### src/rtl/wfd_pkg.sv
package wfd_pkg;
   typedef enum logic [2:0] {
      SL_FREE   = 3'd0,
      SL_READY  = 3'd1,
      SL_FETCH  = 3'd2,
      SL_WAIT_A = 3'd3,
      SL_WAIT_T = 3'd4,
      SL_RUN_A  = 3'd5,
      SL_RUN_T  = 3'd6,
      SL_DONE   = 3'd7
   } slot_st_e;

   localparam logic [1:0] OP_CTRL   = 2'd0;
   localparam logic [1:0] OP_ARITH  = 2'd1;
   localparam logic [1:0] OP_TFETCH = 2'd2;
   localparam logic [1:0] OP_GWRITE = 2'd3;

   localparam int ENG_ARITH  = 0;
   localparam int ENG_TFETCH = 1;
   localparam int NUM_ENG    = 2;

   function automatic slot_st_e state_after_resp(input logic [1:0] op);
      case (op)
         OP_ARITH:  return SL_WAIT_A;
         OP_TFETCH: return SL_WAIT_T;
         default:   return SL_DONE;
      endcase
   endfunction
endpackage

### src/rtl/wfd_rr_pick.sv
module wfd_rr_pick #(
   parameter int N = 8,
   localparam int IW = $clog2(N)
) (
   input  logic [N-1:0]  req,
   input  logic [IW-1:0] last,
   output logic          valid,
   output logic [IW-1:0] pick
);
   generate
      if (N < 2) begin : g_bad_n
         $error("wfd_rr_pick: N must be at least 2");
      end
   endgenerate

   always_comb begin
      int t;
      valid = 1'b0;
      pick  = '0;
      for (int k = 1; k <= N; k++) begin
         t = int'(last) + k;
         if (t >= N) t = t - N;
         if (!valid && req[t]) begin
            valid = 1'b1;
            pick  = IW'(t);
         end
      end
   end
endmodule

### src/rtl/wfd_order_q.sv
module wfd_order_q #(
   parameter int N  = 8,
   parameter int NM = 2,
   localparam int IW = $clog2(N),
   localparam int CW = IW + 1
) (
   input  logic                   clk,
   input  logic                   rst_n,
   input  logic                   push,
   input  logic [IW-1:0]          push_id,
   input  logic                   pop,
   input  logic [NM-1:0][N-1:0]   match,
   output logic                   nonempty,
   output logic [IW-1:0]          head_id,
   output logic [NM-1:0]          hit,
   output logic [NM-1:0][IW-1:0]  hit_id
);
   generate
      if ((N & (N - 1)) != 0) begin : g_bad_pow2
         $error("wfd_order_q: N must be a power of two");
      end
   endgenerate

   logic [IW-1:0] mem [N];
   logic [IW-1:0] head;
   logic [CW-1:0] count;
   logic [IW-1:0] tail;

   assign tail     = head + count[IW-1:0];
   assign nonempty = (count != '0);
   assign head_id  = mem[head];

   always_ff @(posedge clk or negedge rst_n) begin
      if (!rst_n) begin
         head  <= '0;
         count <= '0;
      end else begin
         if (pop) head <= head + IW'(1);
         count <= count + CW'(push) - CW'(pop);
      end
   end

   always_ff @(posedge clk) begin
      if (push) mem[tail] <= push_id;
   end

   // Oldest-first search, one per match class
   for (genvar m = 0; m < NM; m++) begin : g_srch
      logic          h;
      logic [IW-1:0] hid;
      always_comb begin
         logic [IW-1:0] idx;
         h   = 1'b0;
         hid = '0;
         for (int k = 0; k < N; k++) begin
            idx = head + IW'(k);
            if (!h && (k < int'(count)) && match[m][mem[idx]]) begin
               h   = 1'b1;
               hid = mem[idx];
            end
         end
      end
      assign hit[m]    = h;
      assign hit_id[m] = hid;
   end

   p_no_overflow_r8: assert property (@(posedge clk) disable iff (!rst_n)
      push && !pop |-> count < CW'(N));
   p_no_underflow_r8: assert property (@(posedge clk) disable iff (!rst_n)
      pop |-> count != '0);
endmodule

### src/rtl/wfd_engine.sv
module wfd_engine #(
   parameter int IW = 3
) (
   input  logic          clk,
   input  logic          rst_n,
   input  logic          alloc,
   input  logic [IW-1:0] alloc_id,
   input  logic          done,
   output logic          busy,
   output logic [IW-1:0] owner
);
   always_ff @(posedge clk or negedge rst_n) begin
      if (!rst_n) begin
         busy  <= 1'b0;
         owner <= '0;
      end else if (alloc) begin
         busy  <= 1'b1;
         owner <= alloc_id;
      end else if (done) begin
         busy  <= 1'b0;
      end
   end

   p_alloc_idle_r5: assert property (@(posedge clk) disable iff (!rst_n)
      alloc |-> !busy);
   p_done_owned_r5: assert property (@(posedge clk) disable iff (!rst_n)
      done |-> busy);
   p_owner_held_r5: assert property (@(posedge clk) disable iff (!rst_n)
      busy && !done |=> busy && $stable(owner));
endmodule

### src/rtl/wf_clause_dispatch.sv
module wf_clause_dispatch import wfd_pkg::*; #(
   parameter int NUM_WF = 8,
   localparam int ID_W = $clog2(NUM_WF)
) (
   input  logic            clk,
   input  logic            rst_n,
   input  logic            add_req,
   output logic            add_ready,
   output logic [ID_W-1:0] add_id,
   output logic            fetch_valid,
   output logic [ID_W-1:0] fetch_wf,
   input  logic            resp_valid,
   input  logic [ID_W-1:0] resp_wf,
   input  logic [1:0]      resp_op,
   input  logic            resp_end,
   output logic            alu_alloc,
   output logic [ID_W-1:0] alu_wf,
   input  logic            alu_done,
   output logic            tex_alloc,
   output logic [ID_W-1:0] tex_wf,
   input  logic            tex_done,
   output logic            retire_valid,
   output logic [ID_W-1:0] retire_wf,
   output logic            retire_end
);
   generate
      if (NUM_WF < 2 || (NUM_WF & (NUM_WF - 1)) != 0) begin : g_bad_num
         $error("wf_clause_dispatch: NUM_WF must be a power of two >= 2");
      end
   endgenerate

   slot_st_e                          st [NUM_WF];
   logic [NUM_WF-1:0]                 endf;
   logic [NUM_WF-1:0]                 ready_vec, free_vec;
   logic [NUM_ENG-1:0][NUM_WF-1:0]    wait_vec;
   logic [ID_W-1:0]                   last_pick;
   logic                              add_fire;

   logic [NUM_ENG-1:0]                eng_alloc, eng_done, eng_busy, q_hit;
   logic [NUM_ENG-1:0][ID_W-1:0]      eng_wf, eng_own, q_hit_id;
   logic                              q_nonempty;
   logic [ID_W-1:0]                   q_head;

   for (genvar i = 0; i < NUM_WF; i++) begin : g_vec
      assign ready_vec[i]            = (st[i] == SL_READY);
      assign free_vec[i]             = (st[i] == SL_FREE);
      assign wait_vec[ENG_ARITH][i]  = (st[i] == SL_WAIT_A);
      assign wait_vec[ENG_TFETCH][i] = (st[i] == SL_WAIT_T);
   end

   // Lowest free slot for the launcher
   always_comb begin
      add_id = '0;
      for (int k = NUM_WF - 1; k >= 0; k--) begin
         if (free_vec[k]) add_id = ID_W'(k);
      end
   end
   assign add_ready = |free_vec;
   assign add_fire  = add_req && add_ready;

   // Round-robin fetch selection
   wfd_rr_pick #(.N(NUM_WF)) u_pick (
      .req   (ready_vec),
      .last  (last_pick),
      .valid (fetch_valid),
      .pick  (fetch_wf)
   );

   always_ff @(posedge clk or negedge rst_n) begin
      if (!rst_n)           last_pick <= ID_W'(NUM_WF - 1);
      else if (fetch_valid) last_pick <= fetch_wf;
   end

   // Fetch-order queue: allocation age and retire order
   wfd_order_q #(.N(NUM_WF), .NM(NUM_ENG)) u_order (
      .clk      (clk),
      .rst_n    (rst_n),
      .push     (fetch_valid),
      .push_id  (fetch_wf),
      .pop      (retire_valid),
      .match    (wait_vec),
      .nonempty (q_nonempty),
      .head_id  (q_head),
      .hit      (q_hit),
      .hit_id   (q_hit_id)
   );

   // Secondary engines
   assign eng_done[ENG_ARITH]  = alu_done;
   assign eng_done[ENG_TFETCH] = tex_done;

   for (genvar e = 0; e < NUM_ENG; e++) begin : g_eng
      assign eng_alloc[e] = q_hit[e] && !eng_busy[e];
      assign eng_wf[e]    = q_hit_id[e];
      wfd_engine #(.IW(ID_W)) u_eng (
         .clk      (clk),
         .rst_n    (rst_n),
         .alloc    (eng_alloc[e]),
         .alloc_id (eng_wf[e]),
         .done     (eng_done[e]),
         .busy     (eng_busy[e]),
         .owner    (eng_own[e])
      );
   end

   assign alu_alloc = eng_alloc[ENG_ARITH];
   assign alu_wf    = eng_wf[ENG_ARITH];
   assign tex_alloc = eng_alloc[ENG_TFETCH];
   assign tex_wf    = eng_wf[ENG_TFETCH];

   // In-order completion
   assign retire_valid = q_nonempty && (st[q_head] == SL_DONE);
   assign retire_wf    = q_head;
   assign retire_end   = endf[q_head];

   // Per-slot lifecycle; every event targets a distinct state
   for (genvar i = 0; i < NUM_WF; i++) begin : g_slot
      always_ff @(posedge clk or negedge rst_n) begin
         if (!rst_n) begin
            st[i]   <= SL_FREE;
            endf[i] <= 1'b0;
         end else if (add_fire && add_id == ID_W'(i)) begin
            st[i] <= SL_READY;
         end else if (fetch_valid && fetch_wf == ID_W'(i)) begin
            st[i] <= SL_FETCH;
         end else if (resp_valid && resp_wf == ID_W'(i) && st[i] == SL_FETCH) begin
            st[i]   <= state_after_resp(resp_op);
            endf[i] <= resp_end;
         end else if (alu_alloc && alu_wf == ID_W'(i)) begin
            st[i] <= SL_RUN_A;
         end else if (tex_alloc && tex_wf == ID_W'(i)) begin
            st[i] <= SL_RUN_T;
         end else if (alu_done && st[i] == SL_RUN_A && eng_own[ENG_ARITH] == ID_W'(i)) begin
            st[i] <= SL_DONE;
         end else if (tex_done && st[i] == SL_RUN_T && eng_own[ENG_TFETCH] == ID_W'(i)) begin
            st[i] <= SL_DONE;
         end else if (retire_valid && q_head == ID_W'(i)) begin
            st[i] <= retire_end ? SL_FREE : SL_READY;
         end
      end
   end

   p_resp_fetched_r7: assert property (@(posedge clk) disable iff (!rst_n)
      resp_valid |-> st[resp_wf] == SL_FETCH);
   p_alloc_distinct_r6: assert property (@(posedge clk) disable iff (!rst_n)
      alu_alloc && tex_alloc |-> alu_wf != tex_wf);
   p_fetch_not_retiring_r4: assert property (@(posedge clk) disable iff (!rst_n)
      fetch_valid && retire_valid |-> fetch_wf != retire_wf);
   p_freed_not_fetched_r9: assert property (@(posedge clk) disable iff (!rst_n)
      retire_valid && retire_end |=> !fetch_valid || fetch_wf != $past(retire_wf));
endmodule

### config.mk
export PLATFORM = sky130hd
export DESIGN_NAME = wf_clause_dispatch
export DESIGN_NICKNAME = d
export VERILOG_FILES = /design/src/rtl/wfd_pkg.sv /design/src/rtl/wfd_rr_pick.sv /design/src/rtl/wfd_order_q.sv /design/src/rtl/wfd_engine.sv /design/src/rtl/wf_clause_dispatch.sv
export SDC_FILE = /design/constraint.sdc
export NUM_CORES = 1
export LEC_CHECK = 0
export BUFFER_PORTS_ARGS = -buffer_cell sky130_fd_sc_hd__buf_2
export CAP_MARGIN = 20
export CORE_UTILIZATION = 60
export CTS_CLUSTER_DIAMETER = 100
export DETAILED_ROUTE_END_ITERATION = 8
export PLACE_DENSITY = 0.77
export SYNTH_ARGS = -nofsm -noshare
export SYNTH_HDL_FRONTEND = slang
export SYNTH_SLANG_ARGS = --single-unit
export TNS_END_PERCENT = 100
### constraint.sdc
create_clock -name clk -period 6.99 [get_ports clk]
set_input_delay 1.398 -clock clk [delete_from_list [all_inputs] [get_ports clk]]
set_output_delay 1.398 -clock clk [all_outputs]
set_load 0.02 [all_outputs]
Word-level counts from Yosys, hierarchy flattened
Memories as Yosys holds them, arrays and structs flattened.
Index checks and enable logic that the tools add are counted.

storage, ports and cells
  word-level logic and storage cells = 592
  input port bits = 12
  output and inout bits = 21
  bits in latches = 0
  bits in writable memories = 24
  memories = 1
  bits in registers = 50
  ROM bits = 0

memory list
  name         words  width  rd ports  clocked after Yosys merged registers in  write ports  RTL line           source
  u_order.mem  8      3      8         0                                        1            wfd_order_q.sv:24  logic [IW-1:0] mem [N];

operators by class
  equality and inequality tests = 107
  $mul = 0
  $add $sub $neg = 26
  div/mod/pow operators = 0
  shift-type cells = 0
  reductions and logical operators = 188
  bitwise gates (word level) = 17
  magnitude comparators = 33
  mux-type cells = 197

operators with widths
  kind                                                                                   number
  3-bit 2-to-1 mux                                                                       98
  32-bit by 5-bit greater-or-equal comparator with 1-bit output (second input constant)  8
  32-bit by 5-bit less-than comparator with 1-bit output (second input constant)         8
  32-bit 2-to-1 mux                                                                      8
  32-bit by 5-bit subtractor with 32-bit output (second input constant)                  8
  3-bit == test (second input constant)                                                  57
  1-bit logical AND                                                                      129
  3-bit by 2-bit == test with 1-bit output (second input constant)                       32
  1-bit binary-select mux with 3-bit select                                              25
  1-bit 2-to-1 mux                                                                       64
  8-bit nonzero test                                                                     8
  3-bit by 1-bit == test with 1-bit output (second input constant)                       16
  3-bit logical NOT                                                                      16
  3-bit by 4-bit less-than comparator with 1-bit output (second input constant)          8
  3-bit AND reduction                                                                    8
  1-bit logical NOT                                                                      23
  3-bit by 3-bit adder with 4-bit output (second input constant)                         4
  3-bit by 4-bit less-than comparator with 1-bit output (first input constant)           4
  1-bit inverter                                                                         16
  3-bit adder (second input constant)                                                    4
  3-bit binary-select mux with 3-bit select                                              1
  3-bit by 2-bit adder with 4-bit output (second input constant)                         2
  1-bit by 4-bit less-than comparator with 1-bit output (first input constant)           2
  2-bit by 4-bit less-than comparator with 1-bit output (first input constant)           2
  other kinds (15)                                                                       17

Depth between registers and ports, before layout
  word-level depth = 40
  depth in mapped cells = 22
  depth with buffers taken out = 16

By module
A second synthesis with hierarchy kept.

second synthesis, totals
  cells, all modules = 1001
  area total of the unflattened synthesis = 9725.6 µm²

modules (own cells, without submodules)
  module              cells each  seq. area each (µm²)  area each (µm²)  times used
  wfd_order_q         449         895.9                 4793.3           1
  wf_clause_dispatch  410         879.6                 3434.5           1
  wfd_rr_pick         124         0.0                   1204.9           1
  wfd_engine          9           100.1                 146.4            2

Worst setup path after synthesis
No wires, ideal clock.

  kind = reg-to-output
  start point = register u_order.head[0]
  end point = output port alu_wf[0]
  buffers on the path = 5
  arrival = 4.216 ns
  data required time = 5.592 ns
  path slack = 1.376 ns
  cell stages (with the launch flop) = 19
  cell sequence = dfrtp_1 buf_6 inv_1 buf_6 clkbuf_1 ha_1 buf_6 buf_12 mux2i_1 mux4_2 and3_4 a22o_1 o21bai_4 nor4_4 and2_4 nand3_2 o32a_1 or2_4 clkinv_8

on the way
  elaborated cells on any way between the ends = 61
  those cells by class = add/sub (7); mux (31); reduce/logical (22); memory (1)

RTL lines
  item                                       RTL line                  source
  from (decl)                                wfd_order_q.sv:25         logic [IW-1:0] head;
  from (signal assigned)                     wfd_order_q.sv:38         if (pop) head <= head + IW'(1);
  3-bit adder (*)                            wfd_order_q.sv:56         idx = head + IW'(k);
  via u_order.g_srch[0].$4.idx[0]            wfd_order_q.sv:52         logic [IW-1:0] idx;
  memory read 8 x 3 bit (*)                  n/a
  1-bit binary-select mux with 3-bit select  wfd_order_q.sv:57         if (!h && (k < int'(count)) && match[m][mem[idx]]) begin
  1-bit 2-to-1 mux (implied by the code)     wfd_order_q.sv:57
  1-bit logical AND                          wfd_order_q.sv:57
  3-bit 2-to-1 mux (*)                       wfd_order_q.sv:57
  to (decl)                                  wf_clause_dispatch.sv:17  output logic [ID_W-1:0] alu_wf,

The timed path passes the listed nets; every way through them passes the cells marked *. The select of a mux whose other input is x is not followed.

Final worst setup path
  start point = register u_order.head[0]
  end point = output port tex_wf[1]

on the way
  cells in the longest elaborated chain, start to end = 33
  elaborated cells on any way between the ends = 61
  those cells by class = add/sub (7); mux (31); reduce/logical (22); memory (1)

RTL lines
  item                                       RTL line                  source
  memory read 8 x 3 bit (*)                  n/a
  1-bit binary-select mux with 3-bit select  wfd_order_q.sv:57
  1-bit 2-to-1 mux (implied by the code)     wfd_order_q.sv:57
  1-bit logical AND                          wfd_order_q.sv:57
  1-bit 2-to-1 mux                           wfd_order_q.sv:57
  1-bit logical NOT                          wfd_order_q.sv:57
  1-bit logical AND (2 in series)            wfd_order_q.sv:57
  1-bit 2-to-1 mux                           wfd_order_q.sv:57
  [13 not listed]                            n/a
  1-bit logical AND (2 in series)            wfd_order_q.sv:57
  1-bit 2-to-1 mux                           wfd_order_q.sv:57
  1-bit logical NOT                          wfd_order_q.sv:57
  1-bit logical AND (2 in series)            wfd_order_q.sv:57
  1-bit 2-to-1 mux                           wfd_order_q.sv:57
  1-bit logical NOT                          wfd_order_q.sv:57
  1-bit logical AND (2 in series)            wfd_order_q.sv:57
  3-bit 2-to-1 mux (*)                       wfd_order_q.sv:57
  to (decl)                                  wf_clause_dispatch.sv:20  output logic [ID_W-1:0] tex_wf,

Mark *: on every way between the ends. The rest lies on a longest branch, timed or not. The select of a mux whose other input is x is not followed.

==> impl_metrics.yaml <==
sta:
  finalSetupViolCount: 0
  finClkSkew_ps: 8.63
  max-slew-margin-rel_pct: 26.7
  worst_pin_slew_ps: 1090
  min_period_ps: 6270
  hold_viol: 0
  rsz0062_at_grt: "false"
  drv_slew: 0
  max_freq_mhz: 160
  fin_crit_sh_pct: 89.6
  setup_tns_ps: 0
cts:
  clock_latency_ps: 350
  cts_buffers: 9
  hold_buffers: 0
  cts.sinks: 74
  post_cts_buffers: 0
  clk_pin_slew_ps: 60
  clockBufferDepth: 2
  cts_tree: "built"
  h-tree-depth: 3
  cts_resized: 0
  cts_root_buf: "clkbuf_16"
route:
  routedLengthMet1_um: 14500
  top_layer_used: "met4"
  vias: 10300
  detail-route-antenna-nets: 0
  routed_wl_um: 36000
  avgViaCountPerCell: 7.49
  wl_per_cell_um: 26.3
  drc: 0
  wl_met2_um: 15700
  drtIter0Drc: 1828
  first_pass_iters: 6
  wl_met3_um: 4690
die:
  die_x_um: 131
  die_height_um: 131
  io_pins: 33
  initial_core_util_pct: 62.2
  die-area_sq_um: 17200
  rows: 46
  core_sq_um: 16100
logic_synthesis:
  synth_edf_count: 24
  syn_area_sq_um: 10000
  ys.flop_type: "dfrtp_1"
  ys_types: 117
  yosysWarnings: 0
  syn_nets: 1186
  synth-seq-cells: 74
  syn_avg_cell_area_sq_um: 8.63
  yosysSeqAreaShare_pct: 19.7
  synthesis.instances: 1161
  async_flop_share_pct: 67.6
setup_path:
  worstPathCellList: "inv_1 > ha_1 > buf_4 > mux4_1 > and2_1 > a32oi_1 > nor2_1 > o31ai_2 > nand2b_1 > nand3_1 > a32o_1 > a21oi_1 > inv_1 > buf_2"
  critPathCaptureType: "primary output"
  cp_max_fo: 23
  cp.buffers_inverters: 4
  cp.depth: 14
  critPathTopFamily: "compound AO/OA/AOI/OAI gates"
  critPathLaunchType: "register"
  cp_data_required_time_ps: 5590
  cp_common_cell: "inv_1"
  crit_type: "reg2out"
  cp.arrival_ps: 4870
  cpPeakStageDelay_ps: 650
  rr_worst_depth: 15
  slowest_stage: "mux4_1"
finish:
  drive_above_1_share_pct: 17.7
  layout.nets: 1175
  num_antenna_cells: 0
  final_common_cell: "nand2_1"
  mostFrequentLayoutCells: "nand2_1, nor2_1, mux2i_1"
  syn_to_final_growth_pct: 5.16
  stdcell_count: 1371
grt:
  grt.total_usage_pct: 41.6
  grt_max_degree: 51
  grt_pass1_vias: 9297
  antenna_found_initial: 0
  grt-ovfl-total: 0
  grt_pass1_wl_um: 55300
min_path:
  hold_class: "reg2reg"
  hold_depth: 2
place:
  dp_cells: 1355
  numPortBuffers: 32
  globalplace.congestion: 0.995
  dp_hpwl_um: 27100
outcome:
  status: "finished clean"
flow_run:
  maxCapViolCount: 0
==> cell usage after synthesis (16+ instances only) <==
cell,number,area share [%]
mux2i_1,78,7.8
mux4_2,38,8.5
o21ai_0,50,2.5
nand3_1,39,1.9
nand2_1,128,4.8
clkbuf_1,49,1.8
a21oi_1,45,2.2
inv_1,41,1.5
mux2_2,23,2.6
nor3_1,37,1.8
dfrtp_1,47,12
nand2b_1,34,2.1
nand4_1,16,1.0
nor3b_1,18,1.3
nor2b_1,19,1.2
nor2_1,85,3.2
o211ai_1,20,1.5
edfxtp_1,24,7.2
==> registers in the layout (all words and copies together) (netlist names) <==
signal	flops
st	24
u_order.mem	24
endf	8
g_eng.u_eng.owner	6
u_order.count	4
last_pick	3
u_order.head	3
g_eng.u_eng.busy	2
==> metrics by stage <==
step                setup WS [ps]  instance area (sq um)  hold WS, ps  util [%]
detailed placement           1160                  10200          472      63.3
global route                  448                  10500          524      65.4
finish                        724                  10500          483      65.4
floorplan                    1380                  10000          434         -
CTS                           792                  10500          488      65.4
global placement             1270                  10200          466      63.3
==> cells by family after synthesis <==
| group | after synthesis | synth area share, % |
|---|---|---|
| AOI/OAI and AO/OA | 286 | 21.4 |
| xor gates and xnor gates | 16 | 1.96 |
| adders and majority gates | 13 | 1.77 |
| buffers and inverters | 119 | 5.73 |
| DFF | 74 | 19.7 |
| muxes | 154 | 22.5 |
| and+or+nand+nor | 499 | 27.0 |
==> worst min-delay path: stages (launching register included) <==
cell	delay, ps
dfrtp_1	350
nand2_1	50
nand2_1	50
==> area by class of cell <==
type	count	area, sq um
repair buffers	52	305
clock inverters	4	53.8
fillers	1368	5580
inverters	45	181
clock buffers	12	278
well taps	216	270
multi-input cells	968	7470
flip-flops and latches	74	1980
==> layer usage <==
metal	vias up	global-route usage (%)
met5	-	0
met4	0	14.5
met3	104	11.1
met2	757	61.0
met1	4975	58.7
li1	4439	-
==> final timing paths <==
check                                            start                         endpoint  slack [ps]
max                        u_order.head[0]$_DFFE_PN0P_                        tex_wf[1]         720
min                                endf[0]$_DFFE_PN0P_              endf[0]$_DFFE_PN0P_         480
max reg2reg                u_order.head[1]$_DFFE_PN0P_               st[12]$_DFFE_PN0P_        1330
min reg2reg                        endf[0]$_DFFE_PN0P_              endf[0]$_DFFE_PN0P_         480
max in group asynchronous                        rst_n      u_order.head[2]$_DFFE_PN0P_        5280
min in group asynchronous                        rst_n  g_eng[0].u_eng.busy$_DFFE_PN0P_        1170
Power is not shown: default switching activity piles up to over one toggle a cycle in this logic, so the estimate is an artifact.
